### src/rtl/wr_fmt_pkg.sv
package wr_fmt_pkg;

  // Strobes from the control FSM to the datapath
  typedef struct packed {
    logic load;  // latch a new request
    logic pop;   // a payload word is taken this cycle
  } ctrlStrobe_t;

  localparam int DESC_DW = 4;  // descriptor length in Dwords

endpackage

### src/rtl/wr_fmt_ctrl.sv
module wr_fmt_ctrl
  import wr_fmt_pkg::*;
#(
  parameter int BEAT_W = 13
) (
  input  logic              clk,
  input  logic              rstN,
  input  logic              reqValid,
  input  logic              needWord,
  input  logic              lastBeat,
  input  logic              plValid,
  input  logic              outReady,
  output logic              reqReady,
  output logic              outValid,
  output logic              plReady,
  output logic [BEAT_W-1:0] beatIdx,
  output ctrlStrobe_t       strobe
);

  typedef enum logic {S_IDLE, S_SEND} fsm_t;

  fsm_t state;
  logic active;
  logic beatDone;

  assign active   = (state == S_SEND);
  assign reqReady = !active;
  assign outValid = active && (!needWord || plValid);
  assign plReady  = active && needWord && outReady;
  assign beatDone = outValid && outReady;

  assign strobe.load = reqValid && !active;
  assign strobe.pop  = plValid && plReady;

  always_ff @(posedge clk or negedge rstN) begin
    if (!rstN) begin
      state   <= S_IDLE;
      beatIdx <= '0;
    end else if (strobe.load) begin
      state   <= S_SEND;
      beatIdx <= '0;
    end else if (beatDone) begin
      if (lastBeat) begin
        state   <= S_IDLE;
        beatIdx <= '0;
      end else begin
        beatIdx <= beatIdx + 1'b1;
      end
    end
  end

endmodule

### src/rtl/wr_fmt_datapath.sv
module wr_fmt_datapath
  import wr_fmt_pkg::*;
#(
  parameter  int DATA_W = 128,
  parameter  int LEN_W  = 11,
  localparam int NDW    = DATA_W / 32,
  localparam int LANE_W = $clog2(NDW),
  localparam int BYTES  = DATA_W / 8,
  localparam int POS_W  = LEN_W + 4,
  localparam int BEAT_W = POS_W - LANE_W,
  localparam int USER_W = 9 + BYTES
) (
  input  logic              clk,
  input  logic              rstN,
  input  ctrlStrobe_t       strobe,
  input  logic [127:0]      reqDesc,
  input  logic [LANE_W-1:0] reqDwAddr,
  input  logic [LEN_W-1:0]  reqDwLen,
  input  logic [3:0]        reqFirstBe,
  input  logic [3:0]        reqLastBe,
  input  logic              addrAlignMode,
  input  logic [DATA_W-1:0] plData,
  input  logic [BEAT_W-1:0] beatIdx,
  output logic              needWord,
  output logic              lastBeat,
  output logic [DATA_W-1:0] outData,
  output logic [NDW-1:0]    outKeep,
  output logic [USER_W-1:0] outUser
);

  // First position usable for an address-matched payload
  localparam int PAD_BASE = ((DESC_DW + NDW - 1) / NDW) * NDW;

  logic [127:0]      descR;
  logic [LANE_W-1:0] dwAddrR;
  logic [LEN_W-1:0]  lenR;
  logic [3:0]        firstBeR;
  logic [3:0]        lastBeR;
  logic              modeR;
  logic [DATA_W-1:0] prevWord;

  always_ff @(posedge clk or negedge rstN) begin
    if (!rstN) begin
      descR    <= '0;
      dwAddrR  <= '0;
      lenR     <= '0;
      firstBeR <= '0;
      lastBeR  <= '0;
      modeR    <= 1'b0;
    end else if (strobe.load) begin
      descR    <= reqDesc;
      dwAddrR  <= reqDwAddr;
      lenR     <= reqDwLen;
      firstBeR <= reqFirstBe;
      lastBeR  <= reqLastBe;
      modeR    <= addrAlignMode;
    end
  end

  // Tail of the last taken word feeds the low lanes of the next beat
  always_ff @(posedge clk or negedge rstN) begin
    if (!rstN)           prevWord <= '0;
    else if (strobe.pop) prevWord <= plData;
  end

  // Packet geometry
  logic [POS_W-1:0]  lenEff;
  logic [POS_W-1:0]  base;
  logic [POS_W-1:0]  totalDw;
  logic [LANE_W-1:0] rOff;
  logic [BEAT_W-1:0] baseBeat;
  logic [BEAT_W-1:0] lastBeatIdx;
  logic [BEAT_W-1:0] wordCnt;
  logic [BEAT_W-1:0] beatRel;
  logic              zeroLen;
  logic              isFirst;

  assign zeroLen     = (lenR == '0);
  assign lenEff      = zeroLen ? POS_W'(1) : POS_W'(lenR);
  assign base        = modeR ? (POS_W'(PAD_BASE) + POS_W'(dwAddrR)) : POS_W'(DESC_DW);
  assign totalDw     = base + lenEff;
  assign rOff        = base[LANE_W-1:0];
  assign baseBeat    = base[POS_W-1:LANE_W];
  assign lastBeatIdx = BEAT_W'((totalDw - POS_W'(1)) >> LANE_W);
  assign wordCnt     = BEAT_W'((lenEff + POS_W'(NDW - 1)) >> LANE_W);
  assign beatRel     = beatIdx - baseBeat;
  assign needWord    = (beatIdx >= baseBeat) && (beatRel < wordCnt);
  assign lastBeat    = (beatIdx == lastBeatIdx);
  assign isFirst     = (beatIdx == '0);

  logic [BYTES-1:0] byteEn;

  for (genvar j = 0; j < NDW; j++) begin : g_lane
    localparam logic [LANE_W-1:0] LJ = LANE_W'(j);

    logic [POS_W-1:0]  pos;
    logic [POS_W-1:0]  off;
    logic [LANE_W-1:0] srcLane;
    logic              isDesc;
    logic              isKeep;
    logic              isPay;
    logic              fromCur;
    logic [31:0]       payDw;
    logic [31:0]       descDw;
    logic [3:0]        laneBe;

    assign pos     = {beatIdx, LJ};
    assign isDesc  = (pos < POS_W'(DESC_DW));
    assign isKeep  = (pos < totalDw);
    assign isPay   = isKeep && (pos >= base);
    assign off     = pos - base;
    assign srcLane = LJ - rOff;
    assign fromCur = (LJ >= rOff);
    assign payDw   = fromCur ? plData[srcLane*32 +: 32] : prevWord[srcLane*32 +: 32];
    assign descDw  = descR[pos[1:0]*32 +: 32];

    always_comb begin
      if (!isPay || zeroLen)                 laneBe = 4'h0;
      else if (off == '0)                    laneBe = firstBeR;
      else if (off == lenEff - POS_W'(1))    laneBe = lastBeR;
      else                                   laneBe = 4'hF;
    end

    assign outData[j*32 +: 32] = isDesc ? descDw : (isPay ? payDw : 32'h0);
    assign outKeep[j]          = isKeep;
    assign byteEn[j*4 +: 4]    = laneBe;
  end

  assign outUser = {byteEn,
                    isFirst ? lastBeR  : 4'h0,
                    isFirst ? firstBeR : 4'h0,
                    isFirst};

endmodule

### src/rtl/wr_req_stream_fmt.sv
module wr_req_stream_fmt
  import wr_fmt_pkg::*;
#(
  parameter int DATA_W = 128,
  parameter int LEN_W  = 11
) (
  input  logic                         clk,
  input  logic                         rstN,
  input  logic                         reqValid,
  output logic                         reqReady,
  input  logic [127:0]                 reqDesc,
  input  logic [$clog2(DATA_W/32)-1:0] reqDwAddr,
  input  logic [LEN_W-1:0]             reqDwLen,
  input  logic [3:0]                   reqFirstBe,
  input  logic [3:0]                   reqLastBe,
  input  logic                         addrAlignMode,
  input  logic                         plValid,
  output logic                         plReady,
  input  logic [DATA_W-1:0]            plData,
  output logic [DATA_W-1:0]            outData,
  output logic [DATA_W/32-1:0]         outKeep,
  output logic                         outLast,
  output logic                         outValid,
  input  logic                         outReady,
  output logic [9+DATA_W/8-1:0]        outUser
);

  localparam int LANE_W = $clog2(DATA_W / 32);
  localparam int BEAT_W = LEN_W + 4 - LANE_W;

  ctrlStrobe_t       strobe;
  logic [BEAT_W-1:0] beatIdx;
  logic              needWord;
  logic              lastBeat;

  wr_fmt_ctrl #(.BEAT_W(BEAT_W)) u_ctrl (
    .clk      (clk),
    .rstN     (rstN),
    .reqValid (reqValid),
    .needWord (needWord),
    .lastBeat (lastBeat),
    .plValid  (plValid),
    .outReady (outReady),
    .reqReady (reqReady),
    .outValid (outValid),
    .plReady  (plReady),
    .beatIdx  (beatIdx),
    .strobe   (strobe)
  );

  wr_fmt_datapath #(.DATA_W(DATA_W), .LEN_W(LEN_W)) u_dp (
    .clk           (clk),
    .rstN          (rstN),
    .strobe        (strobe),
    .reqDesc       (reqDesc),
    .reqDwAddr     (reqDwAddr),
    .reqDwLen      (reqDwLen),
    .reqFirstBe    (reqFirstBe),
    .reqLastBe     (reqLastBe),
    .addrAlignMode (addrAlignMode),
    .plData        (plData),
    .beatIdx       (beatIdx),
    .needWord      (needWord),
    .lastBeat      (lastBeat),
    .outData       (outData),
    .outKeep       (outKeep),
    .outUser       (outUser)
  );

  assign outLast = lastBeat;

endmodule

### config.mk
export PLATFORM = sky130hd
export DESIGN_NAME = wr_req_stream_fmt
export DESIGN_NICKNAME = d
export VERILOG_FILES = /design/src/rtl/wr_fmt_pkg.sv /design/src/rtl/wr_fmt_ctrl.sv /design/src/rtl/wr_fmt_datapath.sv /design/src/rtl/wr_req_stream_fmt.sv
export SDC_FILE = /design/constraint.sdc
export NUM_CORES = 1
export LEC_CHECK = 0
export BUFFER_PORTS_ARGS = -buffer_cell sky130_fd_sc_hd__buf_2
export CORE_ASPECT_RATIO = 0.8
export CORE_MARGIN = 1
export CORE_UTILIZATION = 50
export DETAILED_ROUTE_END_ITERATION = 16
export PLACE_DENSITY = 0.74
export SYNTH_ARGS = -nofsm -noshare
export SYNTH_HDL_FRONTEND = slang
export SYNTH_SLANG_ARGS = --single-unit
### constraint.sdc
create_clock -name clk -period 6.6 [get_ports clk]
set_clock_uncertainty 0.2 [all_clocks]
set_input_delay 0.33 -clock clk [delete_from_list [all_inputs] [get_ports clk]]
set_output_delay 0.33 -clock clk [all_outputs]
set_load 0.005 [all_outputs]
Yosys cells after proc, flatten, opt, wreduce, memory -nomap -nowiden --
Cells that the tools add are included.
Word-level totals: RAM bits 0, ROM bits 0, bits in latches 0, memories kept 0, register bits after elaboration 292, output and inout bits 161, logic and storage cells 120
Operators by class: $lt $le $gt $ge 18, div/mod/pow operators 0, equality and inequality tests 5, multiply operators 0, reduce and logical (&&, ||, !) cells 31, bitwise gates (word level) 0, muxes and demuxes 34, add/subtract/negate cells 15, shifts and indexed selects 8
Operators by type and width (number):
- 128-bit by 8-bit indexed part select with 32-bit output | 8
- 32-bit two-way mux | 12
- 15-bit equality test | 4
- 15-bit >= comparator | 4
- 15-bit zero test | 4
- 15-bit < comparator | 4
- 15-bit by 3-bit < comparator with 1-bit output, second input constant | 4
- 15-bit subtractor | 4
- 4-bit two-way mux | 14
- 13-bit two-way mux | 3
- 15-bit by 1-bit subtractor with 15-bit output, second input constant | 2
- 15-bit adder | 1
- 15-bit by 2-bit adder with 15-bit output, second input constant | 1
- 15-bit two-way mux | 1
- 13-bit by 1-bit adder with 13-bit output, second input constant | 1
- 13-bit equality test | 1
- 13-bit >= comparator | 1
- 13-bit zero test | 1
- 13-bit < comparator | 1
- 13-bit subtractor | 1
- 1-bit logical AND | 11
- 11-bit zero test | 1
- 11-bit two-way mux | 1
- 1-bit zero test | 6
- 9 further kinds | 20

Longest topological paths before layout --
Gate-level depths: netlist (run 1).
word-level depth 11, mapped depth 19, depth with buffers taken out 18

Hierarchy --
Synthesis (run 1) repeated with hierarchy kept, for this count alone.
Second synthesis, totals: cells, all modules 2100, area, all modules 21050.2 µm²
Modules (own cells, without submodules):
- wr_fmt_datapath | instances 1, cells each 2016, seq. area each 6956.7 µm², area an instance 20251.9 µm²
- wr_fmt_ctrl | instances 1, cells each 84, seq. area each 350.3 µm², area an instance 798.3 µm²

Least setup slack after synthesis (run 1) --
Ideal clock, no wire load.
kind flip-flop to output port, from reg u_dp.dwAddrR[0], to out outData[54], stages on the path, launching flop included 20, arrival time 4602 ps, buffers on the path 5, slack 1468 ps, cell sequence dfrtp_1 and2_1 clkbuf_1 buf_2 clkbuf_1 buf_1 ha_1 fa_1 o2111ai_1 nor2_1 xnor2_1 ha_1 a21o_1 a21o_1 a21o_1 a211o_1 a211o_1 clkbuf_1 a2111oi_0 a21o_1
On the way: word-level cells in the longest chain between the ends 7, elaborated cells between the ends (all ways) 13, those cells by class add/sub (3); order compare (3); shift (2); mux (4); reduce/logical (1)
Ends and longest elaborated chain:
- start: declaration | RTL line wr_fmt_datapath.sv:35 | logic [LANE_W-1:0] dwAddrR;
- start signal: assignment | RTL line wr_fmt_datapath.sv:52 | dwAddrR <= reqDwAddr;
- 3-bit by 2-bit adder with 4-bit output (*) | RTL line wr_fmt_datapath.sv:80 | assign base = modeR ? (POS_W'(PAD_BASE) + POS_W'(dwAddrR)) : POS_W'(DESC_DW);
- 15-bit two-way mux (*) | RTL line wr_fmt_datapath.sv:80
- 15-bit adder / 1-bit by 2-bit subtractor with 2-bit output (equally long branches) | RTL line wr_fmt_datapath.sv:81, wr_fmt_datapath.sv:112
- 15-bit < comparator / 128-bit by 8-bit indexed part select with 32-bit output (equally long branches) | RTL line wr_fmt_datapath.sv:109, wr_fmt_datapath.sv:114
- 1-bit logical AND / 32-bit two-way mux (equally long branches) | RTL line wr_fmt_datapath.sv:110, wr_fmt_datapath.sv:114
- 32-bit two-way mux (*) (2 in series) | RTL line wr_fmt_datapath.sv:124 | assign outData[j*32 +: 32] = isDesc ? descDw : (isPay ? payDw : 32'h0);
- end: declaration | RTL line wr_req_stream_fmt.sv:20 | output logic [DATA_W-1:0] outData,
Mark *: on every way between the ends. The rest lies on a longest branch, timed or not.

Final worst setup path (run 1) --
from reg u_dp.lenR[7], to out outData[6]
On the way: word-level cells in the longest chain between the ends 7
Ends and longest elaborated chain:
- start: declaration | RTL line wr_fmt_datapath.sv:36 | logic [LEN_W-1:0] lenR;
- start signal: assignment | RTL line wr_fmt_datapath.sv:53 | lenR <= reqDwLen;
- 11-bit zero test | RTL line wr_fmt_datapath.sv:78 | assign zeroLen = (lenR == '0);
- 11-bit two-way mux (*) | RTL line wr_fmt_datapath.sv:79 | assign lenEff = zeroLen ? POS_W'(1) : POS_W'(lenR);
- 15-bit adder (*) | RTL line wr_fmt_datapath.sv:81 | assign totalDw = base + lenEff;
- 15-bit < comparator (*) | RTL line wr_fmt_datapath.sv:109 | assign isKeep = (pos < totalDw);
- 1-bit logical AND (*) | RTL line wr_fmt_datapath.sv:110 | assign isPay = isKeep && (pos >= base);
- 32-bit two-way mux (*) (2 in series) | RTL line wr_fmt_datapath.sv:124
Marked as above.

==> results of run 1 <==
==> final cells by class <==
| cell class | count | area share [%] |
|---|---|---|
| antenna | 1 | 0.00915 |
| clock buffer | 51 | 3.64 |
| clock inverter | 10 | 0.659 |
| inverter | 27 | 0.393 |
| multi-input combinational | 1731 | 46.4 |
| sequential | 292 | 26.7 |
| tap | 544 | 2.49 |
| timing repair buffer | 764 | 19.7 |
==> cells in the mapped netlist, types with 6 or more instances <==
master     instances  share of area (%)
mux4_2            64                6.9
xor2_1            38                1.6
buf_8             11               0.79
nor2b_1            6               0.18
a31oi_1            9               0.27
nand2_1          614                 11
a2111oi_0         31                1.3
nand4_1           24               0.72
clkbuf_1         141                2.5
buf_2             14               0.34
mux2i_1          165                7.9
mux2_2            19                1.0
nor2_1            50               0.90
nor3_1            29               0.69
and2_1             9               0.27
inv_1             25               0.45
o31ai_1           68                2.4
a211oi_1          38                1.4
o21ai_0           36               0.86
mux2_1           110                5.9
and3_1            44                1.3
buf_4              7               0.25
xnor2_1           63                2.6
a21oi_1           28               0.67
a21o_1            39                1.4
nand3_1           30               0.72
a22o_1            30                1.3
a221oi_1          33                1.4
ha_1              34                2.0
dfrtp_1          292                 35
buf_1             14               0.25
nor4_1            11               0.33
==> what timing repair did <==
action	CTS	global route
endpoints found under the hold margin	363	0
pin swaps	0	1
hold buffers	280	0
endpoints found under the setup margin	1	124
gates cloned	0	1
setup buffers	0	5
gates resized for setup	1	16
==> layer usage <==
layer	vias up	wire, um	global-route usage, %	share of wire, %
met2	1556	37800	59.8	45
met4	0	4690	19.8	5.6
met3	386	8420	7.80	10
met1	10550	32400	49.7	39
li1	9296	-	-	-
met5	-	0	0	0
==> power by group <==
group	total, uW	switching, uW	internal [uW]
combinational	2860	1530	1330
clock	2010	800	1210
sequential	2660	387	2270
total	7530	2710	4810
==> sequential cells by signal (all words and copies together), names as in the netlist <==
| register | count |
|---|---|
| u_ctrl.active | 1 |
| u_dp.modeR | 1 |
| u_dp.dwAddrR | 2 |
| u_dp.lastBeR | 4 |
| u_dp.descR | 128 |
| u_dp.lenR | 11 |
| u_dp.prevWord | 128 |
| u_dp.firstBeR | 4 |
| u_ctrl.beatIdx | 13 |
==> worst max-delay path, stage by stage (launching register included) <==
cell	delay, ns
dfrtp_1	0.59
nor4_4	0.12
and3_2	0.30
nor2_1	0.15
inv_1	0.07
ha_1	0.23
fa_1	0.44
o2111ai_1	0.48
nor2_1	0.13
xnor2_1	0.24
ha_1	0.29
a21o_1	0.16
a21o_1	0.17
a21o_1	0.17
a211o_1	0.38
a21oi_2	0.34
o21ai_2	0.47
o31ai_1	0.45
buf_2	0.22
==> through the flow <==
| stage | hold WS (ns) | cells | util [%] | TNS [ns] | area, sq um |
|---|---|---|---|---|---|
| finish | 0.0787 | 3420 | 66.8 | 0 | 27400 |
| global route | 0.0660 | 3419 | 66.8 | -0.0110 | 27400 |
| CTS | 0.0529 | 3413 | 66.6 | 0 | 27300 |
| detailed placement | 0.198 | 3072 | 56.9 | 0 | 23300 |
| global placement | 0.187 | 3072 | 56.9 | 0 | 23300 |
| floorplan | -0.166 | 2239 | - | 0 | 20900 |
==> cell families (layout without fill, tap and decap cells) <==
logic type | count (synthesis) | in the layout | share of synthesized area (%)
AND/OR/NAND/NOR | 866 | 866 | 18.6
AO/OA/AOI/OAI | 367 | 368 | 13.3
multiplexers | 358 | 358 | 21.8
flip-flops | 292 | 292 | 35.0
buffers and inverters | 217 | 852 | 4.81
XOR/XNOR | 103 | 103 | 4.39
adder cells (fa/ha/maj) | 36 | 36 | 2.18
other | 0 | 1 | 0
==> worst paths after layout <==
path                                             from                            end  slack [ns]  cells after the start
min reg2reg                u_dp.descR[66]$_DFFE_PN0P_     u_dp.descR[66]$_DFFE_PN0P_        0.27                      2
min                                          outReady  u_ctrl.beatIdx[0]$_DFFE_PN0P_        0.08                      3
max reg2reg                  u_dp.lenR[6]$_DFFE_PN0P_  u_dp.prevWord[25]$_DFFE_PN0P_        1.35                     16
min in group asynchronous                        rstN   u_dp.firstBeR[1]$_DFFE_PN0P_        0.20                      2
max in group asynchronous                        rstN  u_dp.prevWord[56]$_DFFE_PN0P_        4.64                      3
max                          u_dp.lenR[7]$_DFFE_PN0P_                     outData[6]        0.15                     18
==> reports/metrics.cfg, run 1 <==
[timing]
clock.fmax_mhz=155
worstMarginPinSlew_ns=1.36
timing.slew.headroom_pct=8.54
final.min_clock_period_ns=6.45
post-route-period-util_pct=97.8
hold_violations=0
slew_violations=0
setup_viol=0
layout_setup_ws_ns=0.147

[logic_synthesis]
postSynthCellCount=2239
synth_seq_cells=292
yosys_warnings=0
avgSynthCellArea_sq_um=9.33
synthFlopType=dfrtp_1
synth-async-reset-ratio_pct=100
synth_fp_nets=2557
synth_seq_area_share_pct=35.0
yosys.cell_types.count=85
netlist_area_sq_um=20900
synth_edf_count=0

[setup_path]
start_kind=flop
cp.required_ns=6.07
critical_path_class=reg -> out
critPathCaptureType=output port
cp.arrival_ns=5.92
worstPathMaxFanout=11

[floorplanning]
start_util_pct=51.0
fp.dieH_um=185
dieArea_sq_um=42600
core.rowCount=66
coreArea_sq_um=41000
ios=444
die_x_um=231

[layout]
multi_input_area_sq_um=12700
n_fill_cell=3124
final_common_cell=nand2_1
fin_nets=3168
ff_latch_area_sq_um=7310
layout_common_cells=nand2_1 (613), buf_2 (442), dfrtp_1 (286), dlygate4sd3_1 (280), mux2i_1 (165)
drive_above_1_share_pct=23.6
synthToLayoutAreaGrowth_pct=30.9

[job]
cap_violations=0

[global_route]
grt-ovfl-total=0
grt_first_pass_wirelength_um=125000
grt_antenna_before_repair=0
grt.total_usage_pct=38.0
grt_pass1_vias=21735
grt_max_degree=162

[placed_design]
gp_congestion=1.01
port_buffers=443
hpwl_um=53200
place_ws_ns=0.559

[clock_network]
cts_tree=done
cts.sinks=292
cts_root_buf=clkbuf_16
cts-buffers-inserted=34
clock_latency_ns=0.53
cts_buffer_depth=3
clk_pin_slew_ns=0.07
h-tree-depth=2

[hold_path]
holdCritPathClass=in -> reg

[power_and_ir_drop]
ir_drop_mv=0.162
p_total_uw=7530
p_leak_uw=0.0130
power_density_nw_per_um2=275

[status]
status=finished, final reports clean

[drt]
drc_errors=0
wire_per_inst_um=24.3
postRouteAntennaNets=0
wirelength_um=83300
via_per_inst=6.37
firstDrtPassIters=6
vias=21788
drtIter0Drc=2779

(Power assumes the default switching activity.)
==> run 2, diff against run 1 <==
- CORE_UTILIZATION: 50 -> 35
- GPL_TIMING_DRIVEN: not set -> 0
- PLACE_DENSITY: 0.74 -> not set
- SETUP_SLACK_MARGIN: not set -> 0.5
==> run 2 against run 1 <==
Compared with the run above:
- largest cell class unchanged
- wire length increased by 21%
- highest routed layer is now met5
- combinational power rose by 6%
- hold slack better by 0.057 ns
- clock-buffer cell count down 2
- die area rose by 42%
==> reports/metrics.cfg, run 2 (synthesized netlist as in run 1, its figures left out) <==
[timing]
hold_violations=0
post-route-period-util_pct=90.6
setup_viol=0
worstMarginPinSlew_ns=1.49
clock.fmax_mhz=167
final.min_clock_period_ns=5.98
slew_violations=0
timing.slew.headroom_pct=0.839
rsz0062_at_grt=yes

[global_route]
grt_pass1_vias=22112
grt_antenna_before_repair=3
grt-ovfl-total=0
grt_first_pass_wirelength_um=145000
grt.total_usage_pct=32.2
grt_max_degree=118

[layout]
drive_above_1_share_pct=25.1
biggestRegsByFlops=u_dp.descR: 128 flops, u_dp.prevWord: 128 flops, u_ctrl.beatIdx: 13 flops
fin_nets=3333
synthToLayoutAreaGrowth_pct=40.0
layout_common_cells=nand2_1 (614), buf_2 (455), dfrtp_1 (288), dlygate4sd3_1 (281), mux2i_1 (165)
stdcell_count=3810
final_common_cell=nand2_1

[floorplanning]
die_x_um=275
dieArea_sq_um=60700
fp.dieH_um=221
ios=444
start_util_pct=35.7
core.rowCount=79
coreArea_sq_um=58600

[power_and_ir_drop]
clkPwrFrac_pct=27.8
ir_drop_mv=0.167
p_leak_uw=0.0136
power_density_nw_per_um2=268
power.share.switching_pct=36.7
net-switching-power_uw=2870
p_int_uw=4960
p_total_uw=7840
power_frac_seq_pct=33.3
p_comb_share_pct=38.8

[setup_path]
cp.required_ns=6.07
cp_common_cell=a21o_1
reg2reg_from=u_ctrl.beatIdx[1]$_DFFE_PN0P_
ff2ff_setup_slack_ns=1.29
cp_top_family=compound AO/OA/AOI/OAI gates
critical_path_class=reg -> out
cp.buffers_inverters=4
slowest_stage=a2111oi_4
start_kind=flop
startpoint=u_dp.modeR$_DFFE_PN0P_
critPathCaptureType=output port
worst_path_largest_cell_delay_ns=0.51
worstPathMaxFanout=15
path_cells=and2_1 -> clkbuf_2 -> buf_6 -> ha_1 -> a211oi_4 -> nor2_1 -> and3_1 -> xnor2_1 -> ha_1 -> a21o_1 -> a21o_1 -> a211o_4 -> a211o_4 -> buf_12 -> a2111oi_4 -> a21o_1 -> buf_2
cp.arrival_ns=5.45

[placed_design]
port_buffers=443
hpwl_um=74700
gp_congestion=0.960
dpl.cell_count=3453

[drt]
wirelength_um=101000
postRouteAntennaNets=0
via_per_inst=5.90
firstDrtPassIters=5
vias=22486
wire_per_inst_um=26.4
drtIter0Drc=2445
drc_errors=0

[hold_path]
holdCritPathClass=in -> async

[clock_network]
cts_tree=done
clock_latency_ns=0.55
h-tree-depth=2
clk_pin_slew_ns=0.06
cts-buffers-inserted=37
cts.sinks=292
cts_root_buf=clkbuf_16
cts_buffer_depth=3

[status]
status=finished, final reports clean

[job]
cap_violations=0

[run 2: worst paths after layout]
check	cells after the start	endpoint
max	17	outData[46]
min	2	u_dp.lastBeR[1]$_DFFE_PN0P_
max reg2reg	14	u_ctrl.beatIdx[7]$_DFFE_PN0P_
min reg2reg	2	u_dp.descR[75]$_DFFE_PN0P_
max in group asynchronous	4	u_dp.descR[100]$_DFFE_PN0P_
min in group clk	4	u_ctrl.beatIdx[0]$_DFFE_PN0P_
[run 2: what timing repair did]
item                                   in CTS  in global routing
endpoints found under the hold margin     344                  0
setup endpoints to repair                 149                141
resized for setup                         179                 26
gates cloned                                0                  0
hold buffers                              281                  0
pin swaps                                   8                  8
buffers inserted                            6                  5
[run 2: routing by layer]
layer / vias up / global-route usage (%) / wire (um)
met4: 4 / 11.5 / 3630
met3: 232 / 6.89 / 9720
met1: 11212 / 45.3 / 43200
li1: 9630 / - / -
met5: - / 0 / 27
met2: 1408 / 48.4 / 44000
[run 2: stage by stage]
| step | util (%) | setup TNS (ns) | setup WS, ns | hold slack [ns] | area [sq um] |
|---|---|---|---|---|---|
| floorplan | - | 0 | 1.47 | -0.166 | 20900 |
| global placement | 41.1 | -366.11 | -1.62 | 0.257 | 24100 |
| detailed placement | 41.2 | -136.41 | -1.66 | 0.139 | 24100 |
| CTS | 49.7 | 0 | 0.473 | 0.141 | 29100 |
| global route | 49.9 | 0 | 0.497 | 0.177 | 29300 |
| finish | 49.9 | 0 | 0.620 | 0.135 | 29300 |
[run 2: layout make-up]
cell class | instances | area, sq um
multi-input combinational | 1730 | 13300
clock buffer | 49 | 1050
timing repair buffer | 737 | 5200
antenna | 3 | 7.51
tap | 769 | 962
clock inverter | 13 | 210
fill | 5398 | 29400
sequential | 292 | 7310
buffer | 190 | 1070
inverter | 27 | 101
[run 2: power by group through the flow]
| stage | registers, uW | logic [uW] | clock network [uW] |
|---|---|---|---|
| 3_5_place_dp | 2620 | 2760 | 0 |
| 2_1_floorplan | 2520 | 1970 | 0 |
| 4_1_cts | 2590 | 2970 | 2210 |
| 5_1_grt | 2660 | 3260 | 2280 |
| 3_3_place_gp | 2590 | 2700 | 0 |
| 6_report | 2610 | 3040 | 2180 |
